<file path="src/rtl/pif_pkg.sv">
package pif_pkg;

   // Execute-stage slot state
   typedef enum logic {
      SLOT_BUBBLE = 1'b0,
      SLOT_LIVE   = 1'b1
   } slot_e;

   // Decoded redirect kind presented by the decoder
   typedef enum logic [1:0] {
      RDR_NONE = 2'b00,
      RDR_JUMP = 2'b01,
      RDR_CALL = 2'b10,
      RDR_BOTH = 2'b11
   } redirect_e;

   function automatic logic redirect_taken(input redirect_e kind, input slot_e slot);
      return (kind != RDR_NONE) && (slot == SLOT_LIVE);
   endfunction

endpackage

</file>
<file path="src/rtl/pif_pc_seq.sv">
module pif_pc_seq #(
   parameter int PAGE_W       = 7,
   parameter int OFF_W        = 10,
   parameter bit WRAP_IN_PAGE = 1'b1,
   localparam int PC_W        = PAGE_W + OFF_W
) (
   input  logic              clk,
   input  logic              rst_n,
   input  logic              redirect,
   input  logic [PAGE_W-1:0] tgt_page,
   input  logic [OFF_W-1:0]  tgt_off,
   output logic [PC_W-1:0]   pc
);

   if (PAGE_W < 1) begin : g_bad_page
      $error("pif_pc_seq: PAGE_W must be at least 1");
   end
   if (OFF_W < 2) begin : g_bad_off
      $error("pif_pc_seq: OFF_W must be at least 2");
   end

   logic [PAGE_W-1:0] cur_page;
   logic [OFF_W-1:0]  cur_off;
   logic [PC_W-1:0]   seq_pc;

   assign cur_page = pc[PC_W-1:OFF_W];
   assign cur_off  = pc[OFF_W-1:0];

   if (WRAP_IN_PAGE) begin : g_wrap
      logic [OFF_W-1:0] off_inc;
      assign off_inc = cur_off + {{(OFF_W-1){1'b0}}, 1'b1};
      assign seq_pc  = {cur_page, off_inc};
   end else begin : g_carry
      assign seq_pc  = pc + {{(PC_W-1){1'b0}}, 1'b1};
   end

   always_ff @(posedge clk or negedge rst_n) begin
      if (!rst_n) begin
         pc <= '0;
      end else if (redirect) begin
         pc <= {tgt_page, tgt_off};
      end else begin
         pc <= seq_pc;
      end
   end

   if (WRAP_IN_PAGE) begin : g_wrap_chk
      // sequential step moves the offset only, page held
      p_seq_step_r3: assert property (@(posedge clk) disable iff (!rst_n)
         !redirect |=> (pc[PC_W-1:OFF_W] == $past(pc[PC_W-1:OFF_W])) &&
                       (pc[OFF_W-1:0] == OFF_W'($past(pc[OFF_W-1:0]) + 1'b1)))
         else $error("p_seq_step_r3 failed");
   end

endmodule

</file>
<file path="src/rtl/pif_byte_pair.sv">
module pif_byte_pair #(
   parameter int PC_W    = 17,
   parameter int BYTE_W  = 8,
   parameter int INSTR_W = 13,
   localparam int WORD_W = 2 * BYTE_W,
   localparam int ADDR_W = PC_W + 1
) (
   input  logic [PC_W-1:0]    pc,
   output logic [ADDR_W-1:0]  lo_addr,
   output logic [ADDR_W-1:0]  hi_addr,
   input  logic [BYTE_W-1:0]  lo_data,
   input  logic [BYTE_W-1:0]  hi_data,
   output logic [INSTR_W-1:0] word_instr
);

   if (INSTR_W > WORD_W) begin : g_bad_instr
      $error("pif_byte_pair: INSTR_W exceeds two bytes");
   end
   if (INSTR_W <= BYTE_W) begin : g_bad_small
      $error("pif_byte_pair: INSTR_W must need both bytes");
   end

   logic [WORD_W-1:0] word;

   assign lo_addr = {pc, 1'b0};
   assign hi_addr = {pc, 1'b1};
   assign word    = {hi_data, lo_data};

   if (INSTR_W == WORD_W) begin : g_full
      assign word_instr = word;
   end else begin : g_trim
      logic [WORD_W-INSTR_W-1:0] unused_top;
      assign unused_top = word[WORD_W-1:INSTR_W];
      assign word_instr = word[INSTR_W-1:0];
   end

   // both lanes address the same word slot
   always_comb begin
      a_pair_r9: assert (hi_addr[ADDR_W-1:1] == lo_addr[ADDR_W-1:1])
         else $error("a_pair_r9 failed");
   end

endmodule

</file>
<file path="src/rtl/pif_exec_stage.sv">
module pif_exec_stage
   import pif_pkg::*;
#(
   parameter int             INSTR_W  = 13,
   parameter logic [31:0]    NOP_CODE = 32'h0
) (
   input  logic               clk,
   input  logic               rst_n,
   input  logic               squash,
   input  logic [INSTR_W-1:0] fetched,
   output logic [INSTR_W-1:0] instr,
   output slot_e              slot
);

   localparam logic [INSTR_W-1:0] NOP = NOP_CODE[INSTR_W-1:0];

   always_ff @(posedge clk or negedge rst_n) begin
      if (!rst_n) begin
         instr <= NOP;
         slot  <= SLOT_BUBBLE;
      end else if (squash) begin
         instr <= NOP;
         slot  <= SLOT_BUBBLE;
      end else begin
         instr <= fetched;
         slot  <= SLOT_LIVE;
      end
   end

   // the cycle after a squash is a bubble holding the no-operation
   p_bubble_r5: assert property (@(posedge clk) disable iff (!rst_n)
      squash |=> (slot == SLOT_BUBBLE) && (instr == NOP))
      else $error("p_bubble_r5 failed");

   // the target instruction is live two edges after the squash
   p_refill_r6: assert property (@(posedge clk) disable iff (!rst_n)
      squash |=> ##1 (slot == SLOT_LIVE))
      else $error("p_refill_r6 failed");

endmodule

</file>
<file path="src/rtl/pif_fetch_unit.sv">
module pif_fetch_unit
   import pif_pkg::*;
#(
   parameter int          PAGE_W       = 7,
   parameter int          OFF_W        = 10,
   parameter int          BYTE_W       = 8,
   parameter int          INSTR_W      = 13,
   parameter logic [31:0] NOP_CODE     = 32'h0,
   parameter bit          WRAP_IN_PAGE = 1'b1,
   localparam int         PC_W         = PAGE_W + OFF_W,
   localparam int         ADDR_W       = PC_W + 1
) (
   input  logic               clk,
   input  logic               rst_n,
   input  logic               jmp_req,
   input  logic               call_req,
   input  logic [OFF_W-1:0]   tgt_off,
   input  logic [PAGE_W-1:0]  page_in,
   output logic [ADDR_W-1:0]  mem_lo_addr,
   input  logic [BYTE_W-1:0]  mem_lo_data,
   output logic [ADDR_W-1:0]  mem_hi_addr,
   input  logic [BYTE_W-1:0]  mem_hi_data,
   output logic [PC_W-1:0]    fetch_pc,
   output logic [INSTR_W-1:0] instr,
   output logic               instr_valid
);

   redirect_e          kind;
   slot_e              slot;
   logic               redirect;
   logic [INSTR_W-1:0] word_instr;

   assign kind        = redirect_e'({call_req, jmp_req});
   assign redirect    = redirect_taken(kind, slot);
   assign instr_valid = (slot == SLOT_LIVE);

   pif_pc_seq #(
      .PAGE_W       (PAGE_W),
      .OFF_W        (OFF_W),
      .WRAP_IN_PAGE (WRAP_IN_PAGE)
   ) u_pc (
      .clk      (clk),
      .rst_n    (rst_n),
      .redirect (redirect),
      .tgt_page (page_in),
      .tgt_off  (tgt_off),
      .pc       (fetch_pc)
   );

   pif_byte_pair #(
      .PC_W    (PC_W),
      .BYTE_W  (BYTE_W),
      .INSTR_W (INSTR_W)
   ) u_pair (
      .pc         (fetch_pc),
      .lo_addr    (mem_lo_addr),
      .hi_addr    (mem_hi_addr),
      .lo_data    (mem_lo_data),
      .hi_data    (mem_hi_data),
      .word_instr (word_instr)
   );

   pif_exec_stage #(
      .INSTR_W  (INSTR_W),
      .NOP_CODE (NOP_CODE)
   ) u_exec (
      .clk     (clk),
      .rst_n   (rst_n),
      .squash  (redirect),
      .fetched (word_instr),
      .instr   (instr),
      .slot    (slot)
   );

   // a taken redirect loads page register and offset into the counter
   p_target_load_r4: assert property (@(posedge clk) disable iff (!rst_n)
      redirect |=> fetch_pc == {$past(page_in), $past(tgt_off)})
      else $error("p_target_load_r4 failed");

   // the executing instruction is the word fetched on the prior cycle
   p_word_pass_r2: assert property (@(posedge clk) disable iff (!rst_n)
      !redirect |=> instr == $past(word_instr))
      else $error("p_word_pass_r2 failed");

   // requests during a bubble never extend it
   p_bubble_ignores_r7: assert property (@(posedge clk) disable iff (!rst_n)
      !instr_valid |=> instr_valid)
      else $error("p_bubble_ignores_r7 failed");

   // a simultaneous jump and call redirects once, to the given target
   p_dual_req_r8: assert property (@(posedge clk) disable iff (!rst_n)
      (jmp_req && call_req && instr_valid) |=>
         !instr_valid && (fetch_pc == {$past(page_in), $past(tgt_off)}))
      else $error("p_dual_req_r8 failed");

endmodule

</file>
<file path="config.mk">
export PLATFORM = sky130hd
export DESIGN_NAME = pif_fetch_unit
export DESIGN_NICKNAME = d
export VERILOG_FILES = /design/src/rtl/pif_pkg.sv /design/src/rtl/pif_pc_seq.sv /design/src/rtl/pif_byte_pair.sv /design/src/rtl/pif_exec_stage.sv /design/src/rtl/pif_fetch_unit.sv
export SDC_FILE = /design/constraint.sdc
export NUM_CORES = 1
export LEC_CHECK = 0
export BUFFER_PORTS_ARGS = -buffer_cell sky130_fd_sc_hd__buf_2
export CORE_ASPECT_RATIO = 1.2
export CORE_MARGIN = 8
export CORE_UTILIZATION = 42
export CTS_BUF_LIST = sky130_fd_sc_hd__clkbuf_4 sky130_fd_sc_hd__clkbuf_8 sky130_fd_sc_hd__clkbuf_16
export DETAILED_ROUTE_END_ITERATION = 8
export GPL_TIMING_DRIVEN = 0
export HOLD_SLACK_MARGIN = 0.03
export PLACE_DENSITY = 0.76
export REMOVE_ABC_BUFFERS = 1
export SYNTH_ARGS = -nofsm -noshare
export SYNTH_HDL_FRONTEND = slang
export SYNTH_HIERARCHICAL = 1
export SYNTH_SLANG_ARGS = --single-unit
export TNS_END_PERCENT = 100
</file>
<file path="constraint.sdc">
create_clock -name clk -period 1.75 [get_ports clk]
set_input_delay 0.35 -clock clk [delete_from_list [all_inputs] [get_ports clk]]
set_output_delay 0.35 -clock clk [all_outputs]
set_load 0.01 [all_outputs]
</file>
# Yosys cells after proc, flatten, opt, wreduce, memory -nomap -nowiden
# Cells that the tools add are included.
dict set report word_totals {
  word_cells 10
  ff_bits 31
  output_inout_bits 67
}
dict set report classes {
  mux 3
  n_reduce_logical 2
  add_sub_neg 1
}
# cell count
set op_table {}
lappend op_table {{2-to-1 mux 13 bit} 1}
lappend op_table {{adder 10 x 1 -> 10 bit (second input constant)} 1}
lappend op_table {{2-to-1 mux 10 bit} 1}
lappend op_table {{nonzero test 2 bit} 1}
lappend op_table {{logical AND 1 bit} 1}
lappend op_table {{2-to-1 mux 1 bit} 1}

# Logic depth before layout (Yosys ltp)
dict set report depth {
  ltp_word 3
  ltp_mapped 4
}

# By module
# Netlist, hierarchy kept.
# mod n_inst cells_per_inst area_each_um2 seq_area_each_um2
set modules_own_cells {}
lappend modules_own_cells {pif_pc_seq 1 69 780.7 425.4}
lappend modules_own_cells {pif_exec_stage 1 29 473.0 350.3}
lappend modules_own_cells {pif_byte_pair 1 51 375.4 0.0}
lappend modules_own_cells {pif_fetch_unit 1 1 7.5 0.0}

# Worst setup path before layout
# Ideal clock, no wire load.
dict set report synth_timing {
  path_type {register to register}
  from {register u_pc.pc[0]}
  to {register u_pc.pc[6]}
  arrival_ns 1.501
  stages_incl_launch_ff 5
  setup_ns 0.069
  slack_ns 0.180
  period_less_slack_ns 1.570
  path_buffers 0
  cell_sequence {dfrtp_1 -> ha_1 -> inv_1 -> or4_2 -> nand3_1}
}
dict set report synth_between {
  elab_chain_len 2
}
# element line
set synth_lines {}
lappend synth_lines {{start: declaration} pif_pc_seq.sv:12} ;# output logic [PC_W-1:0] pc
lappend synth_lines {{start signal: assignment} pif_pc_seq.sv:41} ;# pc <= {tgt_page, tgt_off};
lappend synth_lines {{start signal: assignment} pif_pc_seq.sv:43} ;# pc <= seq_pc;
lappend synth_lines {{adder 10 x 1 -> 10 bit} pif_pc_seq.sv:31} ;# assign off_inc = cur_off + {{(OFF_W-1){1'b0}}, 1'b1};
lappend synth_lines {{2-to-1 mux 10 bit} pif_pc_seq.sv:40} ;# end else if (redirect) begin
# Every way passes these cells.
# A chain may end at the register's enable or synchronous reset.

# Final worst setup path
dict set report layout_timing {
  from {register u_pc.pc[1]}
  to {register u_pc.pc[6]}
}
# Same word-level chain as after synthesis.

==> results.toml <==
[drt]
drt_first_pass_iters = 4
remaining_drc_errors = 0
routed-via-count = 1167
avgViaCountPerCell = 4.51
drt-wirelength-per-cell_microns = 14.0
routed_wl_microns = 3620
final_antenna_net_count = 0
drt_iter0_drc = 103

[sta]
timing.final.ws_setup_ns = 0.104
fmax_mhz = 607
tightest_slew_ns = 0.685
slew_violations = 0
setup-violations-final = 0
rsz0062_at_grt = "false"
fin_crit_sh_pct = 94.1
clock_skew_ns = 0.00535
period_needed_ns = 1.65
relSlewSlack_pct = 54.4
hold_viol_final = 0

[cells_and_area]
antenna_cells = 0
final_common_cell = "buf_2"
layout_common_cells = "buf_2, dfrtp_1, nand3_1"
nNetsFinal = 242
fin_cells = 259
final_util_pct = 51.0
drive_above_1_share_pct = 62.9
syn_to_final_growth_pct = 19.9
final_area_sq_um = 1960

[clock_tree]
cts_root_buf = "clkbuf_8"
cts_tree = "yes"
path_clk_slew_ns = 0.07
cts_buffers = 5
cts.path.max_buffers = 2
cts_sinks = 31
clock_latency_ns = 0.28
hold_buffers = 0
h-tree-depth = 2

[pwr]
power_density_nw_per_um2 = 1260
p_leak_uw = 0.00102
fin_total_pwr_uw = 2480
ir_drop_mv = 0.435

[place]
gp_congestion = 0.789
dp_hpwl_microns = 2870
place_ws_ns = -0.286
io_buffers = 98
placed_area_sq_um = 1840
place_inst = 251

[synthesis]
yosysWarnings = 6
seq_area_frac_synth_pct = 47.4
yosys_register_bits = 31
synthesis.area_sq_um = 1640
yosysUniqueCellTypes = 25
synth_cells = 150
syn_area_per_cell_sq_um = 10.9

[setup_path]
worst_setup_path_end_kind = "register"
critPathMaxFanout = 7
cp-start-kind = "register"
critical_path_class = "reg2reg"
critical_path_required_ns = 1.96
worstPathArrival_ns = 1.86

[die]
rows = 25
die_x_microns = 73.0
coreArea_sq_um = 3850
initial_utilization_pct = 42.5
die_y_microns = 84.4
io_pins = 104
dieArea_sq_um = 6160

[global_routing]
track_usage_pct = 11.4
grt_pass1_vias = 1159
grt_overflow_total = 0
grt_max_degree = 32
grt_pass1_wl_microns = 5530
antenna_found_initial = 0

[run_status]
status = "finished clean"

[job]
drv_cap = 0

[worst_hold_path]
hold_class = "in2async"
## routing by layer
metal	wire (microns)	GRT usage, %
met1	1250	11.0
met2	1750	19.1
met3	589	6.67
met4	36	4.56
met5	0	0
## flip-flops by register name, summed over array words and instances, names as in the netlist
| register | count |
|---|---|
| u_exec/instr | 13 |
| u_exec/slot | 1 |
| u_pc/pc | 17 |
## through the flow
step / hold slack [ns] / setup TNS (ns)
6_report: 0.111 / 0
5_1_grt: 0.160 / 0
4_1_cts: 0.135 / 0
3_5_place_dp: 0.441 / -0.974
3_3_place_gp: 0.433 / -8.08
2_1_floorplan: 0.0544 / -0.415
## worst max-delay path, stage by stage, from the launching register on
cell     delay [ns]
dfrtp_1        0.46
ha_1           0.28
inv_1          0.08
or4_2          0.65
nand3_1        0.10
## cells in the mapped netlist
library cell,instances,area [sq um]
nor2b_2,9,78.8
dfrtp_1,31,776
inv_2,1,3.75
buf_6,1,11.3
nor2b_1,1,6.26
buf_4,49,368
inv_1,2,7.51
nand3_1,10,50.1
o21ai_0,4,20.0
or4_2,1,8.76
and2b_1,3,22.5
nand2_1,9,33.8
mux2_2,8,90.1
a31oi_1,1,6.26
o21a_1,1,7.51
nand4_4,1,21.3
o211ai_1,4,30.0
or4_1,4,30.0
o31ai_1,1,7.51
nor2_1,1,3.75
xor2_1,2,17.5
ha_1,1,12.5
conb_1,2,7.51
xnor2_1,1,8.76
clkbuf_1,2,7.51
## power breakdown
| group | switching, uW | internal, uW |
|---|---|---|
| logic | 417 | 353 |
| clock network | 262 | 460 |
| registers | 153 | 836 |
## cells by family (layout without fill, tap and decap cells)
family | count (synthesis) | count (layout) | share of synthesized area, %
flops | 31 | 31 | 47.4
xor+xnor | 3 | 3 | 1.61
simple gates | 39 | 39 | 15.6
buf+inv | 55 | 110 | 24.3
mux | 8 | 8 | 5.50
fa+ha+maj | 1 | 1 | 0.764
compound gates | 11 | 11 | 4.36
other cells | 2 | 2 | 0.459
## final timing paths
check | from | endpoint | slack, ns | cells past startpoint
hold / removal | rst_n | u_exec/instr[5] | 0.11 | 1
setup / recovery | u_pc/pc[1] | u_pc/pc[6] | 0.10 | 4
min in group clk | tgt_off[5] | u_pc/pc[5] | 0.27 | 3
max in group asynchronous | rst_n | u_pc/pc[0] | 1.16 | 1
hold reg to reg | u_pc/pc[11] | u_pc/pc[11] | 0.54 | 1
setup reg to reg | u_pc/pc[1] | u_pc/pc[6] | 0.10 | 4
## area by class of cell
type	instances	area (sq um)
clock buffers	6	82.6
well taps	54	67.6
multi-input cells	64	470
fillers	358	1890
flip-flops and latches	31	777
repair buffers	99	518
inverters	3	11.3
clock inverters	2	35.0
## timing repair
action	in CTS	in global routing
resized for setup	1	2
endpoints found under the setup margin	1	1
setup buffers	0	0
No activity file was read; power rests on OpenSTA's default activity.
